**src/rtl/tic_pkg.sv**
```systemverilog
package tic_pkg;
   typedef enum logic [1:0] {
      TIC_SPAN   = 2'd0,
      TIC_WIDTH  = 2'd1,
      TIC_PERIOD = 2'd2,
      TIC_RSVD   = 2'd3
   } tic_mode_e;
endpackage

```
**src/rtl/tic_edge.sv**
```systemverilog
// Synchroniser plus one history flop; edge decoding is left to the caller.
module tic_edge #(
   parameter int unsigned SYNC_STAGES = 2
) (
   input  logic clk,
   input  logic rst_n,
   input  logic sig_in,
   output logic lvl_now,
   output logic lvl_prev
);
   generate
      if (SYNC_STAGES == 0) begin : g_direct
         assign lvl_now = sig_in;
      end else begin : g_sync
         logic [SYNC_STAGES-1:0] chain;
         always_ff @(posedge clk or negedge rst_n) begin
            if (!rst_n) begin
               chain <= '0;
            end else begin
               chain[0] <= sig_in;
               for (int i = 1; i < int'(SYNC_STAGES); i++) begin
                  chain[i] <= chain[i-1];
               end
            end
         end
         assign lvl_now = chain[SYNC_STAGES-1];
      end
   endgenerate

   always_ff @(posedge clk or negedge rst_n) begin
      if (!rst_n) lvl_prev <= 1'b0;
      else        lvl_prev <= lvl_now;
   end
endmodule

```
**src/rtl/tic_gate.sv**
```systemverilog
// Gate element: set/clear with clear priority; period mode behaves as a JK toggle.
module tic_gate
   import tic_pkg::*;
(
   input  logic      clk,
   input  logic      rst_n,
   input  logic      arm_req,
   input  tic_mode_e mode,
   input  logic      a_rise,
   input  logic      a_fall,
   input  logic      b_rise,
   output logic      gate,
   output logic      armed,
   output logic      done
);
   logic set_c;
   logic clr_c;
   logic idle;

   assign idle  = !armed && !gate;
   assign set_c = armed && a_rise;

   always_comb begin
      unique case (mode)
         TIC_WIDTH:  clr_c = gate && a_fall;
         TIC_PERIOD: clr_c = gate && a_rise;   // K side of the toggle
         default:    clr_c = b_rise;           // unqualified so it can collide with set
      endcase
   end

   always_ff @(posedge clk or negedge rst_n) begin
      if (!rst_n) begin
         gate  <= 1'b0;
         armed <= 1'b0;
         done  <= 1'b0;
      end else begin
         done <= 1'b0;
         if (idle && arm_req) begin
            armed <= 1'b1;
         end else if (clr_c) begin
            if (gate) begin
               gate <= 1'b0;
               done <= 1'b1;
            end
         end else if (set_c) begin
            gate  <= 1'b1;
            armed <= 1'b0;
         end
      end
   end
endmodule

```
**src/rtl/tic_accum.sv**
```systemverilog
// Saturating tick accumulator with sticky overflow.
module tic_accum #(
   parameter int unsigned CNT_W = 20
) (
   input  logic             clk,
   input  logic             rst_n,
   input  logic             clear,
   input  logic             step,
   output logic [CNT_W-1:0] count,
   output logic             ovf
);
   localparam logic [CNT_W-1:0] CNT_MAX = '1;

   always_ff @(posedge clk or negedge rst_n) begin
      if (!rst_n) begin
         count <= '0;
         ovf   <= 1'b0;
      end else if (clear) begin
         count <= '0;
         ovf   <= 1'b0;
      end else if (step) begin
         if (count == CNT_MAX) ovf   <= 1'b1;
         else                  count <= count + 1'b1;
      end
   end
endmodule

```
**src/rtl/interval_counter.sv**
```systemverilog
module interval_counter
   import tic_pkg::*;
#(
   parameter int unsigned CNT_W       = 20,
   parameter int unsigned SYNC_STAGES = 2
) (
   input  logic             clk,
   input  logic             rst_n,
   input  logic             tb_tick,
   input  logic [1:0]       mode,
   input  logic             arm,
   input  logic             sig_a,
   input  logic             sig_b,
   output logic [CNT_W-1:0] count,
   output logic             done,
   output logic             busy,
   output logic             ovf
);
   generate
      if (CNT_W < 2 || CNT_W > 48) begin : g_bad_width
         $error("interval_counter: CNT_W must lie in 2..48");
      end
      if (SYNC_STAGES > 4) begin : g_bad_sync
         $error("interval_counter: SYNC_STAGES must lie in 0..4");
      end
   endgenerate

   logic a_now, a_prev, b_now, b_prev;
   logic a_rise, a_fall, b_rise;
   logic gate_open, armed;
   logic accept_arm;

   tic_edge #(.SYNC_STAGES(SYNC_STAGES)) u_edge_a (
      .clk(clk), .rst_n(rst_n), .sig_in(sig_a), .lvl_now(a_now), .lvl_prev(a_prev)
   );
   tic_edge #(.SYNC_STAGES(SYNC_STAGES)) u_edge_b (
      .clk(clk), .rst_n(rst_n), .sig_in(sig_b), .lvl_now(b_now), .lvl_prev(b_prev)
   );

   assign a_rise = a_now && !a_prev;
   assign a_fall = !a_now && a_prev;
   assign b_rise = b_now && !b_prev;

   tic_gate u_gate (
      .clk(clk), .rst_n(rst_n), .arm_req(arm), .mode(tic_mode_e'(mode)),
      .a_rise(a_rise), .a_fall(a_fall), .b_rise(b_rise),
      .gate(gate_open), .armed(armed), .done(done)
   );

   assign busy       = armed || gate_open;
   assign accept_arm = arm && !busy;

   tic_accum #(.CNT_W(CNT_W)) u_accum (
      .clk(clk), .rst_n(rst_n), .clear(accept_arm), .step(gate_open && tb_tick),
      .count(count), .ovf(ovf)
   );
endmodule

```
**config.mk**
```make
export PLATFORM = sky130hd
export DESIGN_NAME = interval_counter
export DESIGN_NICKNAME = d
export VERILOG_FILES = /design/src/rtl/tic_pkg.sv /design/src/rtl/tic_edge.sv /design/src/rtl/tic_gate.sv /design/src/rtl/tic_accum.sv /design/src/rtl/interval_counter.sv
export SDC_FILE = /design/constraint.sdc
export NUM_CORES = 1
export LEC_CHECK = 0
export ABC_AREA = 1
export BUFFER_PORTS_ARGS = -buffer_cell sky130_fd_sc_hd__buf_4
export CORE_ASPECT_RATIO = 1.4
export CORE_UTILIZATION = 50
export DETAILED_ROUTE_END_ITERATION = 16
export PLACE_DENSITY = 0.7
export SYNTH_ARGS = -nofsm -noshare
export SYNTH_HDL_FRONTEND = slang
export SYNTH_SLANG_ARGS = --single-unit
```
**constraint.sdc**
```tcl
create_clock -name clk -period 1.9 [get_ports clk]
set_input_delay 0.19 -clock clk [delete_from_list [all_inputs] [get_ports clk]]
set_output_delay 0.19 -clock clk [all_outputs]
set_load 0.05 [all_outputs]
```
# Word-level counts from Yosys, hierarchy flattened
# Cells that the tools add are included.
dict set report totals {
  elab_cells 56
  input_bits 8
  output_inout_bits 23
  register_bits 30
}
dict set report op_classes {
  muxes 15
  n_addsub 1
  reduce_logical 25
  n_eq_ne 5
  n_bitwise 1
}
# operator count
set ops {}
lappend ops {{two-way mux 20 bit} 3}
lappend ops {{adder 20 x 1 -> 20 bit, second input constant} 1}
lappend ops {{equality test 20 bit, second input constant} 1}
lappend ops {{two-way mux 1 bit} 11}
lappend ops {{logical AND 1 bit} 10}
lappend ops {{AND reduction 2 bit} 4}
lappend ops {{nonzero test 2 bit} 4}
lappend ops {{logical NOT 1 bit} 6}
lappend ops {{inequality test 2 bit, second input constant} 2}
lappend ops {{equality test 2 x 1 -> 1 bit, second input constant} 1}
lappend ops {{equality test 2 bit, second input constant} 1}
lappend ops {{one-hot mux 1 bit (2 select lines)} 1}
lappend ops {{logical OR 1 bit} 1}
lappend ops {{NOT 1 bit} 1}

# Depth between registers and ports, before layout
dict set report logic_depth {
  word_depth 6
  mapped_depth 10
  depth_no_buf 10
}

# By module
# A second synthesis with hierarchy kept.
dict set report unflattened {
  cells_unflattened 240
  area_unflattened_um2 1835.5
}
# mod n_inst seq_area_each_um2 cells_per_inst area_each_um2
set modules_own_cells {}
lappend modules_own_cells {tic_accum 1 525.5 195 1442.6}
lappend modules_own_cells {tic_gate 1 75.1 26 188.9}
lappend modules_own_cells {tic_edge 2 75.1 3 75.1}
lappend modules_own_cells {interval_counter 1 0.0 13 53.8}

# Least setup slack after synthesis
# OpenSTA, ideal clock, no wires.
dict set report synth_timing {
  path_type {reg-to-reg}
  from {register u_accum.count[0]}
  to {register u_accum.count[0]}
  n_path_buf 1
  stages_incl_launch_ff 11
  t_arrival_ns 1.828
  path_slack_ns -0.006
  period_less_slack_ns 1.906
  setup_time_ns 0.078
  t_required_ns 1.822
  path_cell_list {dfrtp_1 ha_1 nand2_1 nor2_4 nand2_4 nor2_4 nand3_2 nand2_4 buf_6 nand2_1 o21ai_2}
}
dict set report synth_via {
  elab_chain_cells 4
  elab_cells_between_ends 7
  cone_classes {add/sub (1); eq/ne (2); mux (3); reduce/logical (1)}
}
# item line_no
set synth_lines {}
lappend synth_lines {{start, declared} tic_accum.sv:9} ;# output logic [CNT_W-1:0] count,
lappend synth_lines {{start signal, assigned} tic_accum.sv:23} ;# else count <= count + 1'b1;
lappend synth_lines {{adder 20 x 1 -> 20 bit} tic_accum.sv:23}
lappend synth_lines {{two-way mux 20 bit} tic_accum.sv:22} ;# if (count == CNT_MAX) ovf <= 1'b1;
lappend synth_lines {{two-way mux 20 bit} tic_accum.sv:21} ;# end else if (step) begin
lappend synth_lines {{two-way mux 20 bit} tic_accum.sv:18} ;# end else if (clear) begin
# Several ways; a longest one is shown, not always the timed one. The select of a mux whose other input is x is not followed.
# A chain may end at the register's enable or synchronous reset.

# Worst setup path in the final report
# Ends and elaborated chain as after synthesis.

==> results.yml <==
status:
  status: "finished, final reports clean"
clock_tree:
  cts_buffers: 5
  clk_pin_slew_ps: 70
  htreeDepth: 2
  tritoncts: "built"
  clock-sinks: 30
  worstSkewPairLatency_ps: 290
  clockBufferDepth: 2
  clock-root-buffer: "clkbuf_8"
  postCtsSetupRepairBufs: 0
cells_and_area:
  fillers: 325
  final_cells: 309
  diodes: 0
  multi_input_area_sq_um: 878
  utilization: 0.626
  area_delta_synth_final_pct: 20.4
  drive_above_1_share: 0.227
  fin_nets: 278
  ff_latch_area_sq_um: 752
synthesis:
  yosysWarnings: 0
  yosysTopAreaCell: "dfrtp_1"
  synth_top_area_frac: 0.427
  syn_area_sq_um: 1760
  async_flop_share: 1.00
  synth_nets: 243
  synthTopCellsByArea: "dfrtp_1 (43%), nand2_1 (16%), nand3_1 (6.3%)"
  ys_seq_elements: 30
  yosysSeqAreaShare: 0.427
  syn_avg_cell_area_sq_um: 7.54
  synth_commonest_cells: "nand2_1 (73), dfrtp_1 (30), inv_1 (25), nor2_1 (25), nand3_1 (22)"
  synth_edf_count: 0
  synth_ff_type: "dfrtp_1"
  synthCells: 233
  synth_cell_types: 26
  yosysMostFrequentCell: "nand2_1"
worst_setup_path:
  worstPathMaxFanout: 7
  endpoint_kind: "flip-flop"
  critPathArrivalTime_ps: 1850
  path_class: "reg -> reg"
  critPathLaunchType: "flip-flop"
  required_ps: 2070
timing:
  rsz0062_at_grt: "no"
  setup_tns_ps: 0
  period_needed_ps: 1680
  slew_violations: 0
  final.period_utilization: 0.883
  worst_slew_pin_slew_ps: 412
  hold_viol_final: 0
  setup_viol: 0
  timing.final.ws_setup_ps: 223
  fin_skew_ps: 5.87
  max_freq_ghz: 0.596
  slew_headroom: 0.723
route:
  wl_met2_microns: 1980
  via_count: 1615
  vias_per_cell: 5.23
  drt_first_pass_iters: 4
  drt_iter0_drc: 55
  ant_nets: 0
  dr.max_layer_used: "met4"
  wl_met3_microns: 156
  routed_wl_microns: 3880
  wirelength_met1_microns: 1680
  remaining_drc_errors: 0
  wl_per_cell_microns: 12.6
floorplanning:
  die_w_microns: 52.1
  initial_utilization: 0.520
  die_area_sq_um: 3760
  fp-row-count: 25
  ios: 31
  core_area_sq_um: 3380
  die_h_microns: 72.2
pwr:
  peakVddDrop_mv: 0.770
  power.leakage_nw: 1.06
  pwr_density_cell_nw_per_um2: 999
placed_design:
  place_ws_ps: 153
  place_congestion: 0.843
  hpwl_microns: 2820
  place_inst: 300
  portBuffers: 30
global_route:
  grt_max_degree: 31
  grt_use_total: 0.245
  first_global_vias: 1586
  antenna_found_initial: 0
  grt_pass1_wl_microns: 6780
  overflow: 0
job:
  maxCapViolCount: 0
worst_hold_path:
  hp-class: "in -> reg"
[final timing paths]
kind                                          startpoint                  endpoint  slack [ps]  cells past startpoint
worst max register to register          u_accum.count[0]          u_accum.count[0]         220                      8
worst min register to register  u_edge_b.g_sync.chain[0]  u_edge_b.g_sync.chain[1]         350                      0
worst max-delay path                    u_accum.count[0]          u_accum.count[0]         220                      8
worst min-delay path                               sig_b  u_edge_b.g_sync.chain[0]           7                      1
max in group asynchronous                          rst_n          u_accum.count[0]        1230                      2
min in group asynchronous                          rst_n         u_edge_a.lvl_prev         370                      2
[where the power goes]
group | internal, mW | total, mW | switching, mW
registers | 0.716 | 0.796 | 0.0794
clock network | 0.292 | 0.542 | 0.250
logic | 0.214 | 0.776 | 0.562
total | 1.22 | 2.11 | 0.891
[layout make-up]
cell class | instances | area share
inverters | 27 | 0.0479
repair buffers | 32 | 0.115
multi-input cells | 172 | 0.415
clock inverters | 1 | 0.00237
well taps | 40 | 0.0237
flip-flops and latches | 30 | 0.355
clock buffers | 7 | 0.0408
[cell usage in the layout (no fill, tap or decap)]
master	Yosys	routed
and2_0	1	1
dfrtp_1	30	29
a21oi_1	3	3
nand2_4	2	2
nor2_2	3	2
o21bai_1	3	3
buf_4	0	31
o21a_1	1	1
nand2_1	73	73
clkinv_2	0	1
xor2_1	6	6
nor2_1	25	25
or2_2	2	2
o21ai_2	8	8
dlygate4sd3_1	0	1
nand3_1	22	22
nand3b_1	2	2
clkbuf_8	0	6
o21ai_0	6	6
inv_1	25	25
ha_1	2	2
nor2_4	3	4
a31oi_1	1	1
nand2_2	1	1
inv_2	2	2
nor3_1	2	2
dfrtp_2	0	1
clkbuf_1	0	1
nand4_1	5	5
nand3_2	1	1
[metal layers]
metal,GRT usage,vias to the layer above
li1,-,810
met1,0.299,762
met2,0.403,35
met3,0.0524,8
met4,0.120,0
met5,0,-
[cells by family (layout without fill, tap and decap cells)]
kind of cell | after synthesis | after routing | synth area share
compound gates | 22 | 22 | 0.0861
simple gates | 142 | 142 | 0.367
fa+ha+maj | 2 | 2 | 0.0142
buf+inv | 31 | 67 | 0.0762
xor+xnor | 6 | 6 | 0.0299
flops | 30 | 30 | 0.427
[state kept, by name, summed over array words and instances (netlist names)]
register	count
u_edge_b.lvl_prev	1
u_gate.done	1
u_edge_b.g_sync.chain	2
u_accum.count	20
u_accum.ovf	1
u_gate.armed	1
u_gate.gate	1
u_edge_a.g_sync.chain	2
u_edge_a.lvl_prev	1
[worst max-delay path, cell delays in order, from the launching register on]
cell and delay [ps]:
dfrtp_2 410, ha_1 170, nand2_1 100, nor2_4 190
nand3_1 130, nor2_1 200, nor2_4 90, nand2_1 200
o21ai_2 70
[repair_timing]
action / CTS / global route
hold buffers: 1 / 0
endpoints found under the hold margin: 30 / 0
resized for setup: 0 / 1
setup endpoints to repair: 0 / 3
[metrics by stage]
step	instance area (sq um)	hold slack, ps	power (mW)
after detailed placement	2010	140	1.58
final	2120	6.95	2.11
after floorplan	1760	-106	1.40
after CTS	2110	1.11	2.13
after global routing	2120	1.64	2.24
after global placement	2010	138	1.57
Note: power is estimated with default switching activity, not from simulation.
